## src/rtl/dpa_pkg.sv

```systemverilog
`timescale 1ns/1ps
package dpa_pkg;

  typedef enum logic [1:0] {
    OWN_NONE  = 2'd0,
    OWN_LEFT  = 2'd1,
    OWN_RIGHT = 2'd2
  } owner_e;

  // Ownership rule: no match clears, an existing owner is kept,
  // a fresh match goes to the side that was already there (left on a tie).
  function automatic owner_e f_next_owner(input logic   match,
                                          input logic   l_stay,
                                          input logic   r_stay,
                                          input owner_e cur);
    owner_e nxt;
    if (!match)                nxt = OWN_NONE;
    else if (cur != OWN_NONE)  nxt = cur;
    else if (r_stay && !l_stay) nxt = OWN_RIGHT;
    else                       nxt = OWN_LEFT;
    return nxt;
  endfunction

  function automatic logic f_addr_hit(input logic a_ce, input logic b_ce,
                                      input logic [63:0] a, input logic [63:0] b);
    return a_ce && b_ce && (a == b);
  endfunction

endpackage

```

## src/rtl/dpa_port_track.sv

```systemverilog
`timescale 1ns/1ps
// Remembers what a port presented last cycle, to tell a port that
// stayed on its address from one that just arrived.
module dpa_port_track #(
  parameter int ADDR_W = 14
) (
  input  logic              clk,
  input  logic              rst_n,
  input  logic              ce,
  input  logic [ADDR_W-1:0] addr,
  output logic              stay
);
  logic              ce_q;
  logic [ADDR_W-1:0] addr_q;

  always_ff @(posedge clk or negedge rst_n) begin
    if (!rst_n) begin
      ce_q   <= 1'b0;
      addr_q <= '0;
    end else begin
      ce_q   <= ce;
      addr_q <= addr;
    end
  end

  assign stay = ce_q && (addr_q == addr);
endmodule

```

## src/rtl/dpa_owner.sv

```systemverilog
`timescale 1ns/1ps
module dpa_owner
  import dpa_pkg::*;
(
  input  logic   clk,
  input  logic   rst_n,
  input  logic   match,
  input  logic   l_stay,
  input  logic   r_stay,
  output owner_e owner_q,
  output logic   l_lose,
  output logic   r_lose
);
  owner_e owner_d;

  assign owner_d = f_next_owner(match, l_stay, r_stay, owner_q);
  assign l_lose  = (owner_d == OWN_RIGHT);
  assign r_lose  = (owner_d == OWN_LEFT);

  always_ff @(posedge clk or negedge rst_n) begin
    if (!rst_n) owner_q <= OWN_NONE;
    else        owner_q <= owner_d;
  end

  // no match this cycle means no owner next cycle
  p_drop_r6: assert property (@(posedge clk) disable iff (!rst_n)
    !match |=> owner_q == OWN_NONE);

  // an owner holds while the match lasts
  p_hold_r5: assert property (@(posedge clk) disable iff (!rst_n)
    (match && owner_q != OWN_NONE) |=> owner_q == $past(owner_q));

  // right already there, left arrives -> right owns
  p_first_come_r3: assert property (@(posedge clk) disable iff (!rst_n)
    (match && owner_q == OWN_NONE && r_stay && !l_stay) |=> owner_q == OWN_RIGHT);
endmodule

```

## src/rtl/dpa_write_gate.sv

```systemverilog
`timescale 1ns/1ps
module dpa_write_gate (
  input  logic clk,
  input  logic rst_n,
  input  logic master_mode,
  input  logic ce,
  input  logic we,
  input  logic lose,
  input  logic busy_in,
  output logic wr_ok
);
  logic block;
  assign block = master_mode ? lose : busy_in;

  always_ff @(posedge clk or negedge rst_n) begin
    if (!rst_n) wr_ok <= 1'b0;
    else        wr_ok <= ce && we && !block;
  end

  // slave busy input kills the write
  p_slave_block_r8: assert property (@(posedge clk) disable iff (!rst_n)
    (!master_mode && busy_in) |=> !wr_ok);
endmodule

```

## src/rtl/dpa_collision_arbiter.sv

```systemverilog
`timescale 1ns/1ps
module dpa_collision_arbiter
  import dpa_pkg::*;
#(
  parameter int ADDR_W = 14
) (
  input  logic              clk,
  input  logic              rst_n,
  input  logic              master_mode,
  input  logic              l_ce,
  input  logic              l_we,
  input  logic [ADDR_W-1:0] l_addr,
  input  logic              l_busy_in,
  input  logic              r_ce,
  input  logic              r_we,
  input  logic [ADDR_W-1:0] r_addr,
  input  logic              r_busy_in,
  output logic              l_busy,
  output logic              r_busy,
  output logic              l_wr_ok,
  output logic              r_wr_ok
);
  localparam int NPORT = 2;

  logic [NPORT-1:0]             ce_v, we_v, busy_in_v, stay_v, lose_v, wr_v;
  logic [NPORT-1:0][ADDR_W-1:0] addr_v;
  logic                         addr_match;
  owner_e                       owner_q;

  assign ce_v      = {r_ce, l_ce};
  assign we_v      = {r_we, l_we};
  assign busy_in_v = {r_busy_in, l_busy_in};
  assign addr_v    = {r_addr, l_addr};

  assign addr_match = f_addr_hit(l_ce, r_ce, 64'(l_addr), 64'(r_addr));

  for (genvar p = 0; p < NPORT; p++) begin : g_port
    dpa_port_track #(.ADDR_W(ADDR_W)) u_track (
      .clk  (clk),
      .rst_n(rst_n),
      .ce   (ce_v[p]),
      .addr (addr_v[p]),
      .stay (stay_v[p])
    );
    dpa_write_gate u_gate (
      .clk        (clk),
      .rst_n      (rst_n),
      .master_mode(master_mode),
      .ce         (ce_v[p]),
      .we         (we_v[p]),
      .lose       (lose_v[p]),
      .busy_in    (busy_in_v[p]),
      .wr_ok      (wr_v[p])
    );
  end

  dpa_owner u_owner (
    .clk    (clk),
    .rst_n  (rst_n),
    .match  (addr_match),
    .l_stay (stay_v[0]),
    .r_stay (stay_v[1]),
    .owner_q(owner_q),
    .l_lose (lose_v[0]),
    .r_lose (lose_v[1])
  );

  assign l_busy  = master_mode && (owner_q == OWN_RIGHT);
  assign r_busy  = master_mode && (owner_q == OWN_LEFT);
  assign l_wr_ok = wr_v[0];
  assign r_wr_ok = wr_v[1];

  // a flagged master port never writes in the same cycle
  p_loser_nowrite_r7: assert property (@(posedge clk) disable iff (!rst_n)
    (master_mode && l_busy) |-> !l_wr_ok);
  p_loser_nowrite_right_r7: assert property (@(posedge clk) disable iff (!rst_n)
    (master_mode && r_busy) |-> !r_wr_ok);
endmodule

```

## config.mk

```make
export PLATFORM = sky130hd
export DESIGN_NAME = dpa_collision_arbiter
export DESIGN_NICKNAME = d
export VERILOG_FILES = /design/src/rtl/dpa_pkg.sv /design/src/rtl/dpa_port_track.sv /design/src/rtl/dpa_owner.sv /design/src/rtl/dpa_write_gate.sv /design/src/rtl/dpa_collision_arbiter.sv
export SDC_FILE = /design/constraint.sdc
export NUM_CORES = 1
export LEC_CHECK = 0
export ABC_CLOCK_PERIOD_IN_PS = 1990
export BUFFER_PORTS_ARGS = -buffer_cell sky130_fd_sc_hd__buf_2
export CAP_MARGIN = 20
export CORE_UTILIZATION = 50
export CTS_CLUSTER_DIAMETER = 60
export CTS_CLUSTER_SIZE = 14
export DETAILED_ROUTE_END_ITERATION = 7
export GPL_TIMING_DRIVEN = 1
export PLACE_DENSITY = 0.78
export SLEW_MARGIN = 20
export SYNTH_ARGS = -nofsm -noshare
export SYNTH_HDL_FRONTEND = slang
export SYNTH_SLANG_ARGS = --single-unit
```

## constraint.sdc

```tcl
create_clock -name clk -period 1.99 [get_ports clk]
set_clock_uncertainty 0.15 [all_clocks]
set_input_delay 0.0995 -clock clk [delete_from_list [all_inputs] [get_ports clk]]
set_output_delay 0.0995 -clock clk [all_outputs]
set_load 0.02 [all_outputs]
```

==> results.py, run 1 <==
metrics = {
    "timing": {
        "fin_crit_ns": 1.90,
        "final_critical_path_setup_slack_ns": 0.0923,
        "finalCritPeriodShare_pct": 95.4,
        "tightest_slew_ns": 0.731,
        "slew_headroom_pct": 51.3,
        "fin_tns_setup_ns": 0,
        "finalHoldViolations": 0,
        "maxClockFrequency_mhz": 527,
        "grt_setup_unrepaired": "no",
        "finalMaxSlewViolations": 0,
        "report.final.setup_viol": 0,
        "hold-worst-slack_ns": 0.204,
    },
    "route": {
        "drt-wirelength-per-cell_um": 14.8,
        "first_pass_detailed_route_iteration_total": 4,
        "routed_via_density": 5.01,
        "wl_um": 3250,
        "ant_nets": 0,
        "drcViolationCount": 0,
        "drt_first_iter_violations": 11,
        "via_count": 1102,
    },
    "critical_path": {
        "worstReg2RegEnd": "g_port[0].u_gate.wr_ok$_DFF_PN0_",
        "crit_end": "g_port[0].u_gate.wr_ok$_DFF_PN0_",
        "worstPathRequired_ns": 2.07,
        "data_arrival_at_the_endpoint_of_the_critical_path_ns": 1.98,
        "r2r.worst_path.cells": 5,
        "worstReg2RegStart": "g_port[0].u_track.addr_q[11]$_DFF_PN0_",
        "critPathLaunch": "l_addr[10]",
        "setup.reg_to_reg.worst_slack_ns": 0.17,
        "timing.critical_path.from_type": "input port",
        "cp_max_fo": 3,
        "critPathCaptureType": "register",
        "timing.setup.critical_path_class": "in -> reg",
    },
    "clock_tree": {
        "tritoncts": "done",
        "clk_root_buffer_cell": "clkbuf_4",
        "number_of_clock_buffers_inserted_by_tritoncts": 5,
        "clock_tree.buffer_depth": 2,
        "htree_levels": 2,
        "worst_skew_pair.late_latency_ns": 0.33,
        "cts.sink_count": 34,
        "clk_pin_slew_worst_paths_ns": 0.10,
    },
    "run": {
        "drv_cap": 0,
    },
    "floorplanning": {
        "number_of_cell_rows": 18,
        "core_area_sq_um": 2570,
        "effective_utilization_at_floorplan_pct": 54.9,
        "die-width_um": 55.1,
        "num_io_pins": 41,
        "die_height_um": 55.1,
        "dieArea_sq_um": 3040,
    },
    "grt": {
        "global_route.overflow_total": 0,
        "via_count_of_the_first_global_routing_pass": 1164,
        "grt_first_pass_wirelength_um": 5020,
        "initial_antenna_violation_count": 0,
        "grt_max_degree": 35,
        "globalRouteTotalUtil_pct": 25.4,
    },
    "cells_and_area": {
        "antenna-diode-count": 0,
        "total_area_of_multi_input_combinational_cells_sq_um": 559,
        "total_of_fill_cells_in_the_finished_design": 148,
        "final_cell_count_no_fill": 220,
        "ff_latch_area_sq_um": 851,
        "post_route_cells_drive_above_1_share_pct": 26.8,
        "final_stage_net_count": 227,
        "layout-area-overhead-vs-synth_pct": 48.7,
        "postLayoutCoreUtil_pct": 81.7,
    },
    "synthesis": {
        "postSynthNetCount": 144,
        "yosys_warnings": 0,
        "synth.ff_latch_count": 34,
        "netlist_instances": 107,
        "yosysUniqueCellTypes": 17,
        "syn_avg_cell_area_sq_um": 13.2,
        "ys_seq_area_share_pct": 60.3,
        "netlist_area_sq_um": 1410,
    },
    "power": {
        "p_switching_mw": 0.334,
        "power_frac_seq_pct": 49.9,
        "switching_power_as_a_share_of_total_power_pct": 22.6,
        "power.internal_mw": 1.15,
        "power.density_cell_area_nw_per_um2": 705,
        "pwr-share-clk_pct": 34.4,
        "cellLeakagePower_nw": 0.935,
        "worst_ir_drop_vdd_uv": 763,
        "comb_power_share_pct": 15.7,
    },
    "placed_design": {
        "gpl.final_weighted_congestion": 0.771,
        "placed_cells": 177,
        "dp_slack_ns": 0.180,
        "place.port_buffers": 40,
        "detailed_place_hpwl_um": 2130,
    },
    "worst_hold_path": {
        "worstHoldPathType": "in -> async",
    },
    "status": {
        "status": "finished clean",
    },
}
sequential cells by signal, summed over array words and instances, names as in the netlist:
name / cells
g_port.u_track.addr_q: 28
g_port.u_gate.wr_ok: 2
g_port.u_track.ce_q: 2
u_owner.owner_q: 2
how the worst min path moves through the flow:
stage / endpoint / start / slack [ns]
after floorplan: g_port[0].u_gate.wr_ok$_DFF_PN0_ / rst_n / -0.35
after global placement: g_port[0].u_track.addr_q[1]$_DFF_PN0_ / rst_n / 0.04
after detailed placement: g_port[0].u_track.addr_q[1]$_DFF_PN0_ / rst_n / 0.05
after CTS: g_port[1].u_track.addr_q[3]$_DFF_PN0_ / rst_n / 0.21
after global routing: g_port[1].u_track.addr_q[8]$_DFF_PN0_ / rst_n / 0.29
final: g_port[1].u_track.addr_q[6]$_DFF_PN0_ / rst_n / 0.20
final cells by class:
| class | count | share of cell area [%] |
|---|---|---|
| clock buffers | 6 | 2.45 |
| clock inverters | 1 | 1.43 |
| inverters | 2 | 0.358 |
| multi-input cells | 71 | 26.7 |
| flip-flops and latches | 34 | 40.6 |
| well taps | 30 | 1.79 |
| repair buffers | 76 | 26.7 |
stage by stage:
stage	instance area, sq um	total power, mW
global placement	1650	0.919
floorplan	1410	0.831
CTS	2090	1.49
global route	2100	1.54
finish	2100	1.48
detailed placement	1650	0.926
layout by cell type (no fill, tap or decap):
cell type	instances
nand3_1	2
nor4_1	4
bufinv_16	1
xnor2_2	1
nor2_1	3
clkbuf_8	1
or4_4	1
nand4_1	7
nor3_1	2
nor3b_1	1
xnor2_1	27
dlygate4sd3_1	36
a21oi_1	2
a21o_1	1
nand2_1	3
xor2_1	14
and3_1	1
o2bb2ai_2	1
inv_1	2
buf_2	40
dfrtp_1	34
clkbuf_4	5
a221oi_2	1
metal layers:
layer,share of wire [%],global-route usage [%],vias to the layer above
met1,41,28.5,527
li1,-,-,526
met4,2.1,11.3,0
met5,0,0,-
met3,4.6,6.56,9
met2,53,45.2,40
cells by family after synthesis:
logic type,Yosys count,share of synthesized area (%)
compound gates,5,3.37
xor+xnor,42,26.1
buf+inv,2,0.533
simple gates,24,9.67
flops,34,60.3
synthesized netlist by cell type:
cell	n	area [sq um]
xnor2_1	28	245
nor2_1	3	11.3
nor3_1	2	10.0
xor2_1	14	123
nand3_1	2	10.0
or4_4	1	11.3
a21oi_1	2	10.0
nor4_1	4	25.0
nand4_1	7	43.8
dfrtp_1	34	851
and3_1	1	6.26
o2bb2ai_2	1	15.0
inv_1	2	7.51
a21o_1	1	7.51
nor3b_1	1	7.51
nand2_1	3	11.3
a221oi_2	1	15.0
power by group through the flow:
stage	sequential [mW]	combinational [mW]	clock [mW]
after floorplan	0.752	0.0792	0
after global placement	0.750	0.169	0
after detailed placement	0.751	0.175	0
after CTS	0.737	0.229	0.522
after global routing	0.741	0.256	0.545
final	0.738	0.233	0.509
worst max-delay path: stages:
cell,delay [ns]
dlygate4sd3_1,0.53
buf_2,0.15
xnor2_1,0.19
nand4_1,0.12
or4_4,0.53
o2bb2ai_2,0.15
a221oi_2,0.22
what timing repair did:
item | in CTS | in global routing
setup endpoints to repair | 0 | 2
hold buffers | 36 | 0
gates resized for setup | 0 | 1
endpoints found under the hold margin | 66 | 0
buffers inserted | 0 | 0
Note: power is estimated with default switching activity, not from simulation.
==> run 2, diff against run 1 <==
--- a/config.mk
+++ b/config.mk
@@ -5,7 +5,7 @@
 export SDC_FILE = /design/constraint.sdc
 export NUM_CORES = 1
 export LEC_CHECK = 0
-export ABC_CLOCK_PERIOD_IN_PS = 1990
+export ABC_CLOCK_PERIOD_IN_PS = 1800
 export BUFFER_PORTS_ARGS = -buffer_cell sky130_fd_sc_hd__buf_2
 export CAP_MARGIN = 20
 export CORE_UTILIZATION = 50
==> constraint.sdc (replaced) <==
create_clock -name clk -period 1.8 [get_ports clk]
set_clock_uncertainty 0.15 [all_clocks]
set_input_delay 0.09 -clock clk [delete_from_list [all_inputs] [get_ports clk]]
set_output_delay 0.09 -clock clk [all_outputs]
set_load 0.02 [all_outputs]
==> run 2 against run 1 <==
  * The flow now finishes with violations (negative setup slack)
  * Sequential power is 11% higher
  * Clock power increased by 11%
  * Critical path depth down 2
  * Sequential share of layout area down 0.29 points
  * Non-clock buffer count unchanged
  * Final area up 0.72%
  * Register-to-register slack worse by 0.18 ns
  * Largest power group unchanged
==> results.py, run 2 (synthesis gave the netlist of run 1 again) <==
metrics = {
    "status": {
        "status": "finished with violations",
        "failing_checks": "negative setup slack",
    },
    "grt": {
        "via_count_of_the_first_global_routing_pass": 1107,
        "grt_max_degree": 35,
        "initial_antenna_violation_count": 0,
        "grt_first_pass_wirelength_um": 4950,
        "globalRouteTotalUtil_pct": 25.1,
        "global_route.overflow_total": 0,
    },
    "timing": {
        "finalCritPeriodShare_pct": 101,
        "finalHoldViolations": 0,
        "report.final.setup_viol": 1,
        "finalMaxSlewViolations": 0,
        "tightest_slew_ns": 0.729,
        "hold-worst-slack_ns": 0.142,
        "final_critical_path_setup_slack_ns": -0.0142,
        "slew_headroom_pct": 51.4,
        "fin_crit_ns": 1.81,
        "grt_setup_unrepaired": "yes",
        "maxClockFrequency_mhz": 551,
    },
    "clock_tree": {
        "clk_root_buffer_cell": "clkbuf_4",
        "htree_levels": 2,
        "clk_pin_slew_worst_paths_ns": 0.10,
        "tritoncts": "done",
        "cts_setup_buffers": 0,
        "cts.sink_count": 34,
        "number_of_clock_buffers_inserted_by_tritoncts": 5,
        "worst_skew_pair.late_latency_ns": 0.33,
        "clock_tree.buffer_depth": 2,
    },
    "placed_design": {
        "placement.cell_area_sq_um": 1650,
        "gpl.final_weighted_congestion": 0.771,
        "detailed_place_hpwl_um": 2130,
        "dp_slack_ns": -0.0104,
        "placed_cells": 177,
        "place.port_buffers": 40,
    },
    "cells_and_area": {
        "number_of_flip_flops_in_the_largest_register": 28,
        "post_route_cells_drive_above_1_share_pct": 27.9,
        "total_area_of_multi_input_combinational_cells_sq_um": 574,
        "ff_latch_area_sq_um": 851,
        "mostFrequentLayoutCell": "buf_2",
        "regMostFlops": "g_port.u_track.addr_q",
        "postLayoutCoreUtil_pct": 82.3,
        "postLayoutCellArea_sq_um": 2110,
        "final_stage_net_count": 227,
        "layout_common_cells": "40 x buf_2, 36 x dlygate4sd3_1, 34 x dfrtp_1",
        "antenna-diode-count": 0,
        "layout-area-overhead-vs-synth_pct": 49.8,
        "final_cell_count_no_fill": 220,
        "total_of_fill_cells_in_the_finished_design": 146,
    },
    "critical_path": {
        "worstPathRequired_ns": 1.88,
        "worstReg2RegStart": "g_port[0].u_track.addr_q[10]$_DFF_PN0_",
        "worstReg2RegEnd": "g_port[0].u_gate.wr_ok$_DFF_PN0_",
        "timing.setup.critical_path_class": "reg -> reg",
        "timing.critical_path.from_type": "register",
        "setup.reg_to_reg.worst_slack_ns": -0.01,
        "crit_end": "g_port[0].u_gate.wr_ok$_DFF_PN0_",
        "r2r.worst_path.cells": 5,
        "critPathCaptureType": "register",
        "critPathLaunch": "g_port[0].u_track.addr_q[10]$_DFF_PN0_",
        "data_arrival_at_the_endpoint_of_the_critical_path_ns": 1.90,
        "cp_max_fo": 2,
    },
    "floorplanning": {
        "number_of_cell_rows": 18,
        "num_io_pins": 41,
        "dieArea_sq_um": 3040,
        "effective_utilization_at_floorplan_pct": 54.9,
        "die_height_um": 55.1,
        "die-width_um": 55.1,
        "core_area_sq_um": 2570,
    },
    "route": {
        "drcViolationCount": 0,
        "ant_nets": 0,
        "wl_um": 3240,
        "drt_first_iter_violations": 6,
        "routed_via_density": 4.96,
        "drt-wirelength-per-cell_um": 14.7,
        "first_pass_detailed_route_iteration_total": 4,
        "via_count": 1091,
    },
    "worst_hold_path": {
        "worstHoldPathType": "in -> reg",
        "whs_path_depth": 5,
    },
    "power": {
        "power.density_cell_area_nw_per_um2": 778,
        "worst_ir_drop_vdd_uv": 842,
        "cellLeakagePower_nw": 0.946,
    },
    "run": {
        "drv_cap": 0,
    },
}
run 2: cell counts in the layout (fill, tap and decap cells not counted):
Identical to the previous run, type by type.
run 2: worst min-delay path by stage:
| stage | end | slack [ns] | from |
|---|---|---|---|
| 2_1_floorplan | g_port[0].u_gate.wr_ok$_DFF_PN0_ | -0.36 | rst_n |
| 3_3_place_gp | g_port[0].u_track.addr_q[1]$_DFF_PN0_ | 0.03 | rst_n |
| 3_5_place_dp | g_port[0].u_track.addr_q[1]$_DFF_PN0_ | 0.04 | rst_n |
| 4_1_cts | u_owner.owner_q[1]$_DFF_PN0_ | 0.13 | l_addr[8] |
| 5_1_grt | u_owner.owner_q[1]$_DFF_PN0_ | 0.20 | l_addr[8] |
| 6_report | u_owner.owner_q[1]$_DFF_PN0_ | 0.14 | l_addr[8] |
run 2: cell type report:
type,instances,area share [%]
sequential,34,40.3
multi-input combinational,71,27.2
timing repair buffer,76,26.5
clock buffer,6,2.43
tap,30,1.78
clock inverter,1,1.42
inverter,2,0.355
run 2: repair_timing:
item	CTS	global route
hold buffers	36	0
endpoints found under the setup margin	2	3
endpoints found under the hold margin	66	0
resized for setup	2	1
run 2: per-stage QoR:
stage	power (mW)	TNS, ns
6_report	1.64	-0.0142
5_1_grt	1.71	-0.209
4_1_cts	1.65	-0.0451
3_3_place_gp	1.02	0
3_5_place_dp	1.02	-0.0104
2_1_floorplan	0.919	0
run 2: power breakdown:
part / internal [mW] / switching (mW)
clock: 0.323 / 0.241
combinational: 0.146 / 0.117
sequential: 0.800 / 0.0168
run 2: worst max-delay path: stages (launching register included):
cell and delay, ns:
dfrtp_1 0.41, xnor2_2 0.14, nand4_1 0.11, or4_4 0.53, o2bb2ai_2 0.15, a221oi_2 0.22
run 2: metal layers:
layer / vias up / GRT usage (%) / wire [um]
met4: 0 / 11.7 / 75
li1: 524 / - / -
met3: 8 / 6.28 / 191
met5: - / 0 / 0
met1: 516 / 28.6 / 1300
met2: 43 / 44.0 / 1670
